File: src/rtl/pcm_rx_pkg.sv
package pcm_rx_pkg;

   typedef enum logic [1:0] {
      JUST_I2S = 2'b00,
      JUST_MSB = 2'b01,
      JUST_LSB = 2'b10
   } just_e;

   typedef struct packed {
      just_e just;
      logic  long_word;
   } fmt_t;

   // Unused justification code 11 falls back to the I2S 16-bit format.
   function automatic fmt_t decode_fmt(input logic [2:0] code);
      fmt_t f;
      if (code[1:0] == 2'b11) begin
         f.just      = JUST_I2S;
         f.long_word = 1'b0;
      end else begin
         f.just      = just_e'(code[1:0]);
         f.long_word = code[2];
      end
      return f;
   endfunction

endpackage

File: src/rtl/pcm_rx_sync.sv
module pcm_rx_sync #(
   parameter int N_LINES = 3,
   parameter int STAGES  = 2
) (
   input  logic               clk,
   input  logic               rst_n,
   input  logic [N_LINES-1:0] async_i,
   output logic [N_LINES-1:0] level_o,
   output logic [N_LINES-1:0] rise_o,
   output logic [N_LINES-1:0] fall_o
);

   generate
      if (STAGES < 2) begin : bad_stages
         $error("pcm_rx_sync: STAGES must be at least 2");
      end
      for (genvar g = 0; g < N_LINES; g++) begin : line
         // pipe[STAGES-1] is the synchronised level; pipe[STAGES] is its previous value
         logic [STAGES:0] pipe;
         always_ff @(posedge clk) begin
            if (!rst_n) pipe <= '0;
            else        pipe <= {pipe[STAGES-1:0], async_i[g]};
         end
         assign level_o[g] = pipe[STAGES-1];
         assign rise_o[g]  =  pipe[STAGES-1] & ~pipe[STAGES];
         assign fall_o[g]  = ~pipe[STAGES-1] &  pipe[STAGES];
      end
   endgenerate

endmodule

File: src/rtl/pcm_rx_shifter.sv
module pcm_rx_shifter
   import pcm_rx_pkg::*;
#(
   parameter int LONG_W  = 18,
   parameter int SHORT_W = 16,
   parameter int CNT_W   = 6
) (
   input  logic              clk,
   input  logic              rst_n,
   input  fmt_t              fmt,
   input  logic              bit_stb,
   input  logic              bit_val,
   input  logic              frame_stb,
   output logic [LONG_W-1:0] word_o
);

   localparam int                 PAD_W   = LONG_W - SHORT_W;
   localparam logic [CNT_W-1:0]   POS_MAX = {CNT_W{1'b1}};
   localparam logic [CNT_W-1:0]   LEN_L   = CNT_W'(LONG_W);
   localparam logic [CNT_W-1:0]   LEN_S   = CNT_W'(SHORT_W);

   generate
      if (2 ** CNT_W - 1 < LONG_W + 1) begin : bad_cnt
         $error("pcm_rx_shifter: CNT_W too small for LONG_W");
      end
   endgenerate

   logic [LONG_W-1:0] sr;
   logic [CNT_W-1:0]  pos;
   logic [CNT_W-1:0]  first;
   logic [CNT_W-1:0]  last_x;
   logic              in_win;

   // Window of bit positions to keep: starts at 0 (MSB-justified) or 1 (I2S).
   // LSB-justified keeps shifting and lets the oldest bits fall out.
   always_comb begin
      first  = (fmt.just == JUST_I2S) ? CNT_W'(1) : '0;
      last_x = first + (fmt.long_word ? LEN_L : LEN_S);
      in_win = (fmt.just == JUST_LSB) || ((pos >= first) && (pos < last_x));
   end

   always_ff @(posedge clk) begin
      if (!rst_n || frame_stb) begin
         sr  <= '0;
         pos <= '0;
      end else if (bit_stb) begin
         if (pos != POS_MAX) pos <= pos + 1'b1;
         if (in_win)         sr  <= {sr[LONG_W-2:0], bit_val};
      end
   end

   assign word_o = fmt.long_word ? sr : {sr[SHORT_W-1:0], {PAD_W{1'b0}}};


   pos_sat_chk: assert property (@(posedge clk) disable iff (!rst_n)
      ($past(pos) == POS_MAX && !$past(frame_stb)) |-> pos == POS_MAX);


   window_hold_chk: assert property (@(posedge clk) disable iff (!rst_n)
      (bit_stb && !frame_stb && !in_win && fmt.just != JUST_LSB) |=> $stable(sr));

endmodule

File: src/rtl/pcm_serial_rx.sv
module pcm_serial_rx
   import pcm_rx_pkg::*;
#(
   parameter int LONG_W      = 18,
   parameter int SHORT_W     = 16,
   parameter int CNT_W       = 6,
   parameter int SYNC_STAGES = 2
) (
   input  logic              clk,
   input  logic              rst_n,
   input  logic [2:0]        fmt_code,
   input  logic              bclk_i,
   input  logic              lrclk_i,
   input  logic              sdata_i,
   output logic [LONG_W-1:0] left_o,
   output logic [LONG_W-1:0] right_o,
   output logic              valid_o
);

   localparam int PAD_W  = LONG_W - SHORT_W;
   localparam int LN_BCK = 0;
   localparam int LN_LR  = 1;
   localparam int LN_DAT = 2;

   generate
      if (SHORT_W >= LONG_W) begin : bad_widths
         $error("pcm_serial_rx: SHORT_W must be below LONG_W");
      end
   endgenerate

   fmt_t       fmt;
   logic [2:0] lvl, rise, fall;
   logic       bit_stb, lr_rise, lr_fall, frame_stb;
   logic       to_left, to_right;
   logic [LONG_W-1:0] word;

   assign fmt = decode_fmt(fmt_code);

   pcm_rx_sync #(.N_LINES(3), .STAGES(SYNC_STAGES)) u_sync (
      .clk     (clk),
      .rst_n   (rst_n),
      .async_i ({sdata_i, lrclk_i, bclk_i}),
      .level_o (lvl),
      .rise_o  (rise),
      .fall_o  (fall)
   );

   assign bit_stb   = rise[LN_BCK];
   assign lr_rise   = rise[LN_LR];
   assign lr_fall   = fall[LN_LR];
   assign frame_stb = lr_rise | lr_fall;

   pcm_rx_shifter #(.LONG_W(LONG_W), .SHORT_W(SHORT_W), .CNT_W(CNT_W)) u_shift (
      .clk       (clk),
      .rst_n     (rst_n),
      .fmt       (fmt),
      .bit_stb   (bit_stb),
      .bit_val   (lvl[LN_DAT]),
      .frame_stb (frame_stb),
      .word_o    (word)
   );

   // I2S carries left while the frame clock is low; justified modes while high.
   always_comb begin
      if (fmt.just == JUST_I2S) begin
         to_left  = lr_rise;
         to_right = lr_fall;
      end else begin
         to_left  = lr_fall;
         to_right = lr_rise;
      end
   end

   always_ff @(posedge clk) begin
      if (!rst_n) begin
         left_o  <= '0;
         right_o <= '0;
         valid_o <= 1'b0;
      end else begin
         valid_o <= to_right;
         if (to_left)  left_o  <= word;
         if (to_right) right_o <= word;
      end
   end


   right_upd_chk: assert property (@(posedge clk) disable iff (!rst_n)
      !$stable(right_o) |-> valid_o);


   valid_pulse_chk: assert property (@(posedge clk) disable iff (!rst_n)
      valid_o |=> !valid_o);


   left_upd_chk: assert property (@(posedge clk) disable iff (!rst_n)
      !$stable(left_o) |-> $past(frame_stb));


   pad_zero_chk: assert property (@(posedge clk) disable iff (!rst_n)
      (valid_o && !$past(fmt.long_word)) |-> right_o[PAD_W-1:0] == '0);

endmodule

File: config.mk
export PLATFORM = sky130hd
export DESIGN_NAME = pcm_serial_rx
export DESIGN_NICKNAME = d
export VERILOG_FILES = /design/src/rtl/pcm_rx_pkg.sv /design/src/rtl/pcm_rx_sync.sv /design/src/rtl/pcm_rx_shifter.sv /design/src/rtl/pcm_serial_rx.sv
export SDC_FILE = /design/constraint.sdc
export NUM_CORES = 1
export LEC_CHECK = 0
export BUFFER_PORTS_ARGS = -buffer_cell sky130_fd_sc_hd__buf_2
export CAP_MARGIN = 30
export CORE_MARGIN = 2
export CORE_UTILIZATION = 50
export CTS_BUF_LIST = sky130_fd_sc_hd__clkbuf_8
export DETAILED_ROUTE_END_ITERATION = 12
export GPL_ROUTABILITY_DRIVEN = 0
export PLACE_DENSITY = 0.78
export SKIP_CTS_REPAIR_TIMING = 1
export SLEW_MARGIN = 40
export SYNTH_ARGS = -nofsm -noshare
export SYNTH_HDL_FRONTEND = slang
export SYNTH_SLANG_ARGS = --single-unit
File: constraint.sdc
create_clock -name clk -period 3.3 [get_ports clk]
set_clock_uncertainty 0.1 [all_clocks]
set_input_delay 0.66 -clock clk [delete_from_list [all_inputs] [get_ports clk]]
set_output_delay 0.66 -clock clk [all_outputs]
set_load 0.005 [all_outputs]
Yosys cells after proc, flatten, opt, wreduce, memory -nomap -nowiden
Index checks and enable logic that the tools add are counted.
{ "word_totals": {"mem_bits_rw": 0, "latchBits": 0, "reg_bits": 69, "n_memories": 0, "elab_cells": 35, "mem_bits_ro": 0, "in_bits": 8} }
{ "op_classes": {"div": 0, "reduce_logical": 7, "n_mul": 0, "addsub": 2, "mux": 6, "shifts": 0, "n_eq_ne": 3, "bitwise_logic": 7, "order_cmp": 2} }
{ "op_table": {"columns": ["op", "n"], "rows": [
  ["$mux W18", 1],
  ["$add A6 B1 Y6 const B", 1],
  ["$add A6 B6 Y6", 1],
  ["$ge A6 B6 Y1", 1],
  ["$lt A6 B6 Y1", 1],
  ["$ne A6 B6 Y1 const B", 1],
  ["$eq A2 B2 Y1 const B", 2],
  ["$reduce_and A2 Y1", 2],
  ["$and A1 B1 Y1", 3],
  ["$mux W1", 3],
  ["$mux W3", 1],
  ["$not A1 Y1", 3],
  ["$logic_not A2 Y1", 1],
  ["$logic_or A1 B1 Y1", 2],
  ["$mux W2", 1],
  ["$logic_and A1 B1 Y1", 1],
  ["$logic_not A1 Y1", 1],
  ["$or A1 B1 Y1", 1]
]} }

Logic depth before layout (Yosys ltp)
Gate-level depths: netlist of run 1.
{ "logic_depth": {"ltp_word": 9, "depth_mapped": 11, "depth_no_buf": 8} }

Hierarchy
A second synthesis of run 1 with hierarchy kept.
{ "unflattened": {"cells_unflattened": 299, "hier_area_um2": 3029.2} }
{ "modules_own_cells": {"columns": ["module", "area_each_um2", "cells_per_inst", "seq_area_each_um2", "n_inst"], "rows": [
  ["pcm_serial_rx", 1483.9, 147, 740.7, 1],
  ["pcm_rx_shifter", 1248.7, 125, 480.5, 1],
  ["pcm_rx_sync", 296.5, 27, 180.2, 1]
]} }

Worst setup path after synthesis of run 1
No wires, ideal clock.
{ "synth_path": {"path_kind": "input to register", "startpoint": "input port fmt_code[0]", "endpoint": "register u_shift.sr[12]", "path_buffers": 3, "arrival_ps": 2926, "setup_ps": 72, "path_slack_ps": 203, "stages": 11, "path_cell_list": "ha_1 > nor2b_1 > buf_1 > inv_1 > ha_1 > or4_2 > a21oi_1 > o311a_1 > buf_6 > buf_12 > mux2i_1"} }
{ "synth_via": {"elab_chain_len": 9} }
{ "synth_lines": {"columns": ["item", "line", "text"], "rows": [
  ["from (decl)", "pcm_serial_rx.sv:11", "input logic [2:0] fmt_code,"],
  ["$eq A2 B2 Y1", "pcm_rx_pkg.sv:17", "if (code[1:0] == 2'b11) begin"],
  ["$mux W3 (*)", "pcm_rx_pkg.sv:17", null],
  ["$logic_not A2 Y1", "pcm_rx_shifter.sv:37", "first = (fmt.just == JUST_I2S) ? CNT_W'(1) : '0;"],
  ["$mux W1", "pcm_rx_shifter.sv:37", null],
  ["$add A6 B6 Y6", "pcm_rx_shifter.sv:38", "last_x = first + (fmt.long_word ? LEN_L : LEN_S);"],
  ["$lt A6 B6 Y1", "pcm_rx_shifter.sv:39", "in_win = (fmt.just == JUST_LSB) || ((pos >= first) && (pos < last_x));"],
  ["$logic_and A1 B1 Y1", "pcm_rx_shifter.sv:39", null],
  ["$logic_or A1 B1 Y1 (*)", "pcm_rx_shifter.sv:39", null],
  ["$reduce_and A2 Y1 (no source line) (*)", null, null],
  ["to (signal assigned)", "pcm_rx_shifter.sv:48", "if (in_win) sr <= {sr[LONG_W-2:0], bit_val};"],
  ["to (decl)", "pcm_rx_shifter.sv:28", "logic [LONG_W-1:0] sr;"]
]} }
Every way passes the cells marked *; elsewhere a longest branch is shown, timed or not.
A chain may end at the register's enable or synchronous reset.

Worst setup path after layout of run 1
{ "layout_path": {"startpoint": "input port fmt_code[0]", "endpoint": "register u_shift.sr[15]"} }
The elaborated chain is that of the path after synthesis.

==> impl_metrics.ini, run 1 <==
[setup_path]
cpPeakStageDelay_ns = 0.54
path_class = primary input to register
rr_endpoint = u_shift.sr[15]
crit_cells = 10
endpoint = u_shift.sr[15]
crit_top_cell = ha_1
crit_family = simple AND/OR/NAND/NOR gates
arrival_ns = 2.67
cp_num_buf_inv = 3
cp_max_fo = 18
critPathLaunchType = primary input
endpoint_kind = register
crit_start = fmt_code[0]
path_cells = buf_2, ha_1, nor2b_2, inv_1, ha_1, or4_2, a21oi_1, o311a_1, buf_4, mux2i_1
r2r_cells = 6
r2r_slack_ns = 1.21
r2r-start = u_shift.pos[1]
crit_path_top_delay_cell = or4_2
required_ns = 3.47

[grt]
grt_pass1_vias = 1982
grt_pass1_wl_um = 8990
globalRoute.totalOverflow = 0
groute.usage.overall = 0.187
grt_max_degree = 47
antenna_found_initial = 0

[clocking]
clkSinkCount = 69
cts_tree = done
root_buffer = clkbuf_8
cts_buffers = 9
insertion_delay_ns = 0.34
cts_buffer_depth = 2
htree_levels = 3
clkSlewWorstSetupHoldPaths_ns = 0.07

[logic_synthesis]
synth_compound_area_frac = 0.140
synth_warnings = 0
ys_ff_latch = 69
synth_fp_nets = 289
synthSimpleGateAreaFrac = 0.151
ys_types = 28
synth_xor_area_frac = 0.00946
synth_adder_area_share = 0.0270
synthCells = 275
synth.avg_cell_area_um2 = 10.1
mappedNetlistArea_um2 = 2780
synth_top_family_by_area = simple AND/OR/NAND/NOR gates
seq_area_frac_synth = 0.497
synthMuxAreaShare = 0.131

[drt]
wl_met3_um = 232
via_per_inst = 5.19
first_pass_iters = 4
met1_length_um = 2510
routed_wl_um = 5220
dr_wl_met2_um = 2350
top_layer_used = met4
drt_iter0_drc = 89
vias = 2039
route.detailed.drc = 0
wire_per_inst_um = 13.3
detail-route-antenna-nets = 0

[hold_path]
whs_path_depth = 1
hp-class = register to register

[sta]
relSlewSlack = 0.544
fin_crit_ns = 2.50
finalCritPeriodShare = 0.758
finalHoldViolations = 0
fin_ws_ns = 0.799
setup_violations = 0
drv_slew = 0
setup_tns_ns = 0
tightest_slew_ns = 0.685
rsz0062_at_grt = false
max_freq_mhz = 400

[final_layout]
fin_cells = 393
drive_gt1_frac = 0.212
stdcell_area_um2 = 3300
diodes = 0
area_delta_synth_final_pct = 18.7
fillCellCount = 430
nNetsFinal = 330

[place]
placed_cell_area_um2 = 3030
dp.cells = 377
detailed_place_hpwl_um = 3500
preCtsSetupSlack_ns = 0.456
port_buffers = 44

[power]
power_density_nw_per_um2 = 578
ir_drop_uv = 393
cellLeakagePower_nw = 1.74

[floorplan]
ios = 45
die_y_um = 78.6
rows = 27
dieArea_um2 = 6170
start_util = 0.511
fp.dieW_um = 78.6
core_um2 = 5440

[run_status]
status = completed

[flow_run]
drv_cap = 0
[state kept, by name (all words and copies together) (netlist names)]
| register | count |
|---|---|
| left_o | 18 |
| u_shift.pos | 6 |
| u_shift.sr | 18 |
| right_o | 18 |
| valid_o | 1 |
| u_sync.line.pipe | 8 |
[synth_stat cells, drive strengths merged]
master   n  share of area
a211oi   2         0.0054
a21oi    2         0.0036
and2    15          0.034
and3     1         0.0027
buf      8          0.019
clkbuf   9          0.012
dfxtp   69           0.50
ha       6          0.027
inv     10          0.014
mux2     2         0.0081
mux2i   34           0.12
nand2   54          0.073
nand2b   1         0.0023
nand3    6          0.011
nand4    3         0.0068
nor2     4         0.0054
nor2b    2         0.0045
nor3     2         0.0036
o211a   32           0.12
o21a     1         0.0027
o21ai    5         0.0090
o311a    1         0.0036
or4      3         0.0086
xnor2    1         0.0032
xor2     2         0.0063
[cell usage in the layout, fill, tap and decap left out, drive strengths merged, types with 2 or more instances in the layout]
master	n
dfxtp	69
nor3	2
nor2	4
nor2b	2
mux2	2
nand2	54
a21oi	2
o21ai	5
ha	6
nand3	6
clkbuf	10
a211oi	2
buf	47
and2	15
or4	3
inv	10
clkinv	2
mux2i	34
o211a	32
nand4	3
bufinv	4
xor2	2
[through the flow]
stage / hold WS, ns / utilization / power, mW
3_5_place_dp: 0.332 / 0.556 / 1.01
4_1_cts: 0.349 / 0.606 / 1.92
5_1_grt: 0.361 / 0.606 / 1.97
3_3_place_gp: 0.314 / 0.556 / 1.01
2_1_floorplan: 0.312 / - / 0.976
6_report: 0.349 / 0.606 / 1.91
[worst min-delay path by stage]
stage | end | slack (ns) | startpoint
3_5_place_dp | u_sync.line[0].pipe[1] | 0.33 | u_sync.line[0].pipe[0]
2_1_floorplan | u_sync.line[0].pipe[1] | 0.31 | u_sync.line[0].pipe[0]
4_1_cts | u_shift.sr[0] | 0.35 | u_sync.line[2].pipe[1]
5_1_grt | u_sync.line[0].pipe[1] | 0.36 | u_sync.line[0].pipe[0]
6_report | u_sync.line[0].pipe[1] | 0.35 | u_sync.line[0].pipe[0]
3_3_place_gp | u_sync.line[0].pipe[1] | 0.31 | u_sync.line[0].pipe[0]
[worst register-to-register path: stages, from the launching register on]
cell and delay (ns):
dfxtp_1 0.35, ha_1 0.19, or4_2 0.54, a21oi_1 0.13
o311a_1 0.18, buf_4 0.29, mux2i_1 0.24
[area by class of cell]
class,count,area (um2),share of cell area
sequential,69,1380,0.419
multi-input combinational,179,1270,0.387
inverter,10,37.5,0.0114
tap,72,90.1,0.0273
clock inverter,6,134,0.0406
timing repair buffer,47,243,0.0736
clock buffer,10,138,0.0417
[layer usage]
metal,GRT usage,vias up
met4,0.105,0
met2,0.295,45
met3,0.0414,11
li1,-,1033
met1,0.235,950
met5,0,-
[power breakdown]
part	internal [mW]	switching [mW]
clock network	0.599	0.311
registers	0.859	0.0128
logic	0.0563	0.0665
total	1.51	0.391
[kinds of logic (layout without fill, tap and decap cells)]
| logic type | after synthesis | count (layout) |
|---|---|---|
| AND/OR/NAND/NOR | 91 | 91 |
| AO/OA/AOI/OAI | 43 | 43 |
| adder cells (fa/ha/maj) | 6 | 6 |
| flip-flops | 69 | 69 |
| XOR/XNOR | 3 | 3 |
| buffers and inverters | 27 | 73 |
| multiplexers | 36 | 36 |
Power figures use the tool's default switching activity.
==> run 2: changes to the inputs <==
==> constraint.sdc (replaced) <==
create_clock -name clk -period 2.4 [get_ports clk]
set_clock_uncertainty 0.1 [all_clocks]
set_input_delay 0.48 -clock clk [delete_from_list [all_inputs] [get_ports clk]]
set_output_delay 0.48 -clock clk [all_outputs]
set_load 0.005 [all_outputs]
==> impl_metrics.ini, run 2 (synthesis results as in run 1) <==
[final_layout]
reg.largest.list = left_o: 18 flops, right_o: 18 flops, u_shift.sr: 18 flops
area_delta_synth_final_pct = 18.5
final_cell_mix = 69 x dfxtp_1, 54 x nand2_1, 44 x buf_2
nNetsFinal = 332
stdcell_area_um2 = 3290
drive_gt1_frac = 0.226
layout_commonest_cell = dfxtp_1
diodes = 0

[drt]
via_per_inst = 5.24
first_pass_iters = 4
wire_per_inst_um = 13.8
vias = 2068
detail-route-antenna-nets = 0
drt_iter0_drc = 134
route.detailed.drc = 0
routed_wl_um = 5450

[place]
port_buffers = 44
placed_cell_area_um2 = 3080
preCtsSetupSlack_ns = 0.00477
detailed_place_hpwl_um = 3720

[setup_path]
cpPeakStageDelay_ns = 0.41
r2r_slack_ns = 0.43
required_ns = 2.56
path_cells = buf_2, ha_4, nor2b_4, inv_2, ha_1, or4_4, a21oi_2, o311a_1, buf_12, mux2i_1
r2r-start = u_shift.pos[3]
critPathLaunchType = primary input
crit_path_top_delay_cell = or4_4
cp_max_fo = 18
arrival_ns = 2.22
rr_endpoint = u_shift.sr[4]
r2r_cells = 5
path_class = primary input to register
endpoint_kind = register

[run_status]
status = completed

[power]
power_density_nw_per_um2 = 725
cellLeakagePower_nw = 1.72
power.total_mw = 2.39
ir_drop_uv = 479

[floorplan]
dieArea_um2 = 6170
start_util = 0.511
ios = 45
core_um2 = 5440
rows = 27
fp.dieW_um = 78.6
die_y_um = 78.6

[grt]
grt_pass1_wl_um = 9080
grt_pass1_vias = 1933
grt_max_degree = 47
antenna_found_initial = 0
globalRoute.totalOverflow = 0
groute.usage.overall = 0.190

[clocking]
clkSinkCount = 69
cts_tree = done
root_buffer = clkbuf_8
cts_buffer_depth = 2
clkSlewWorstSetupHoldPaths_ns = 0.07
insertion_delay_ns = 0.34
cts_buffers = 9
htree_levels = 3

[sta]
whs_ns = 0.246
setup_violations = 0
finalHoldViolations = 0
fin_ws_ns = 0.338
max_freq_mhz = 485
finalCritPeriodShare = 0.859
drv_slew = 0
relSlewSlack = 0.526
setup_tns_ns = 0
tightest_slew_ns = 0.710
rsz0062_at_grt = false
fin_crit_ns = 2.06

[hold_path]
hold_path_end = u_sync.line[0].pipe[0]
worstHoldStart = bclk_i
hp-class = primary input to register
whs_path_depth = 2

[flow_run]
drv_cap = 0
-- run 2: cell type report --
cell class,instances,area (um2)
clock buffer,9,124
sequential,69,1380
multi-input combinational,179,1300
inverter,10,37.5
fill,433,2150
clock inverter,7,90.1
tap,72,90.1
timing repair buffer,49,270
-- run 2: power by group --
part           switching, mW  total [mW]  leakage (nW)  internal [mW]
logic                 0.0942       0.177          1.06         0.0832
clock network          0.432        1.01         0.105          0.579
registers             0.0184        1.20         0.560           1.18
-- run 2: worst max-delay path, delay by kind of cell --
family          cells  cell delay (ns)
compound gates      2             0.31
fa+ha+maj           2             0.32
buf+inv             3             0.35
mux                 1             0.23
simple gates        2             0.53
-- run 2: stage by stage --
stage / util / instances
final: 0.605 / 395
after global routing: 0.605 / 395
after CTS: 0.605 / 395
after detailed placement: 0.566 / 379
after global placement: 0.566 / 379
after floorplan: - / 275
-- run 2: how the worst max path moves through the flow --
stage | startpoint | slack (ns) | to | cells after the start
6_report | fmt_code[0] | 0.34 | u_shift.sr[4] | 10
5_1_grt | fmt_code[1] | 0.27 | u_shift.sr[4] | 10
4_1_cts | fmt_code[0] | 0.34 | u_shift.sr[4] | 10
3_5_place_dp | fmt_code[0] | 0.005 | u_shift.sr[6] | 10
3_3_place_gp | fmt_code[0] | 0.07 | u_shift.sr[12] | 10
2_1_floorplan | fmt_code[0] | 0.02 | u_shift.sr[12] | 11
-- run 2: routing by layer --
metal  GRT usage  up-vias  routed length [um]
li1            -     1034                   -
met1       0.249      973                2620
met2       0.287       55                2470
met3      0.0586        6                 294
met4      0.0860        0                  68
met5           0        -                   0
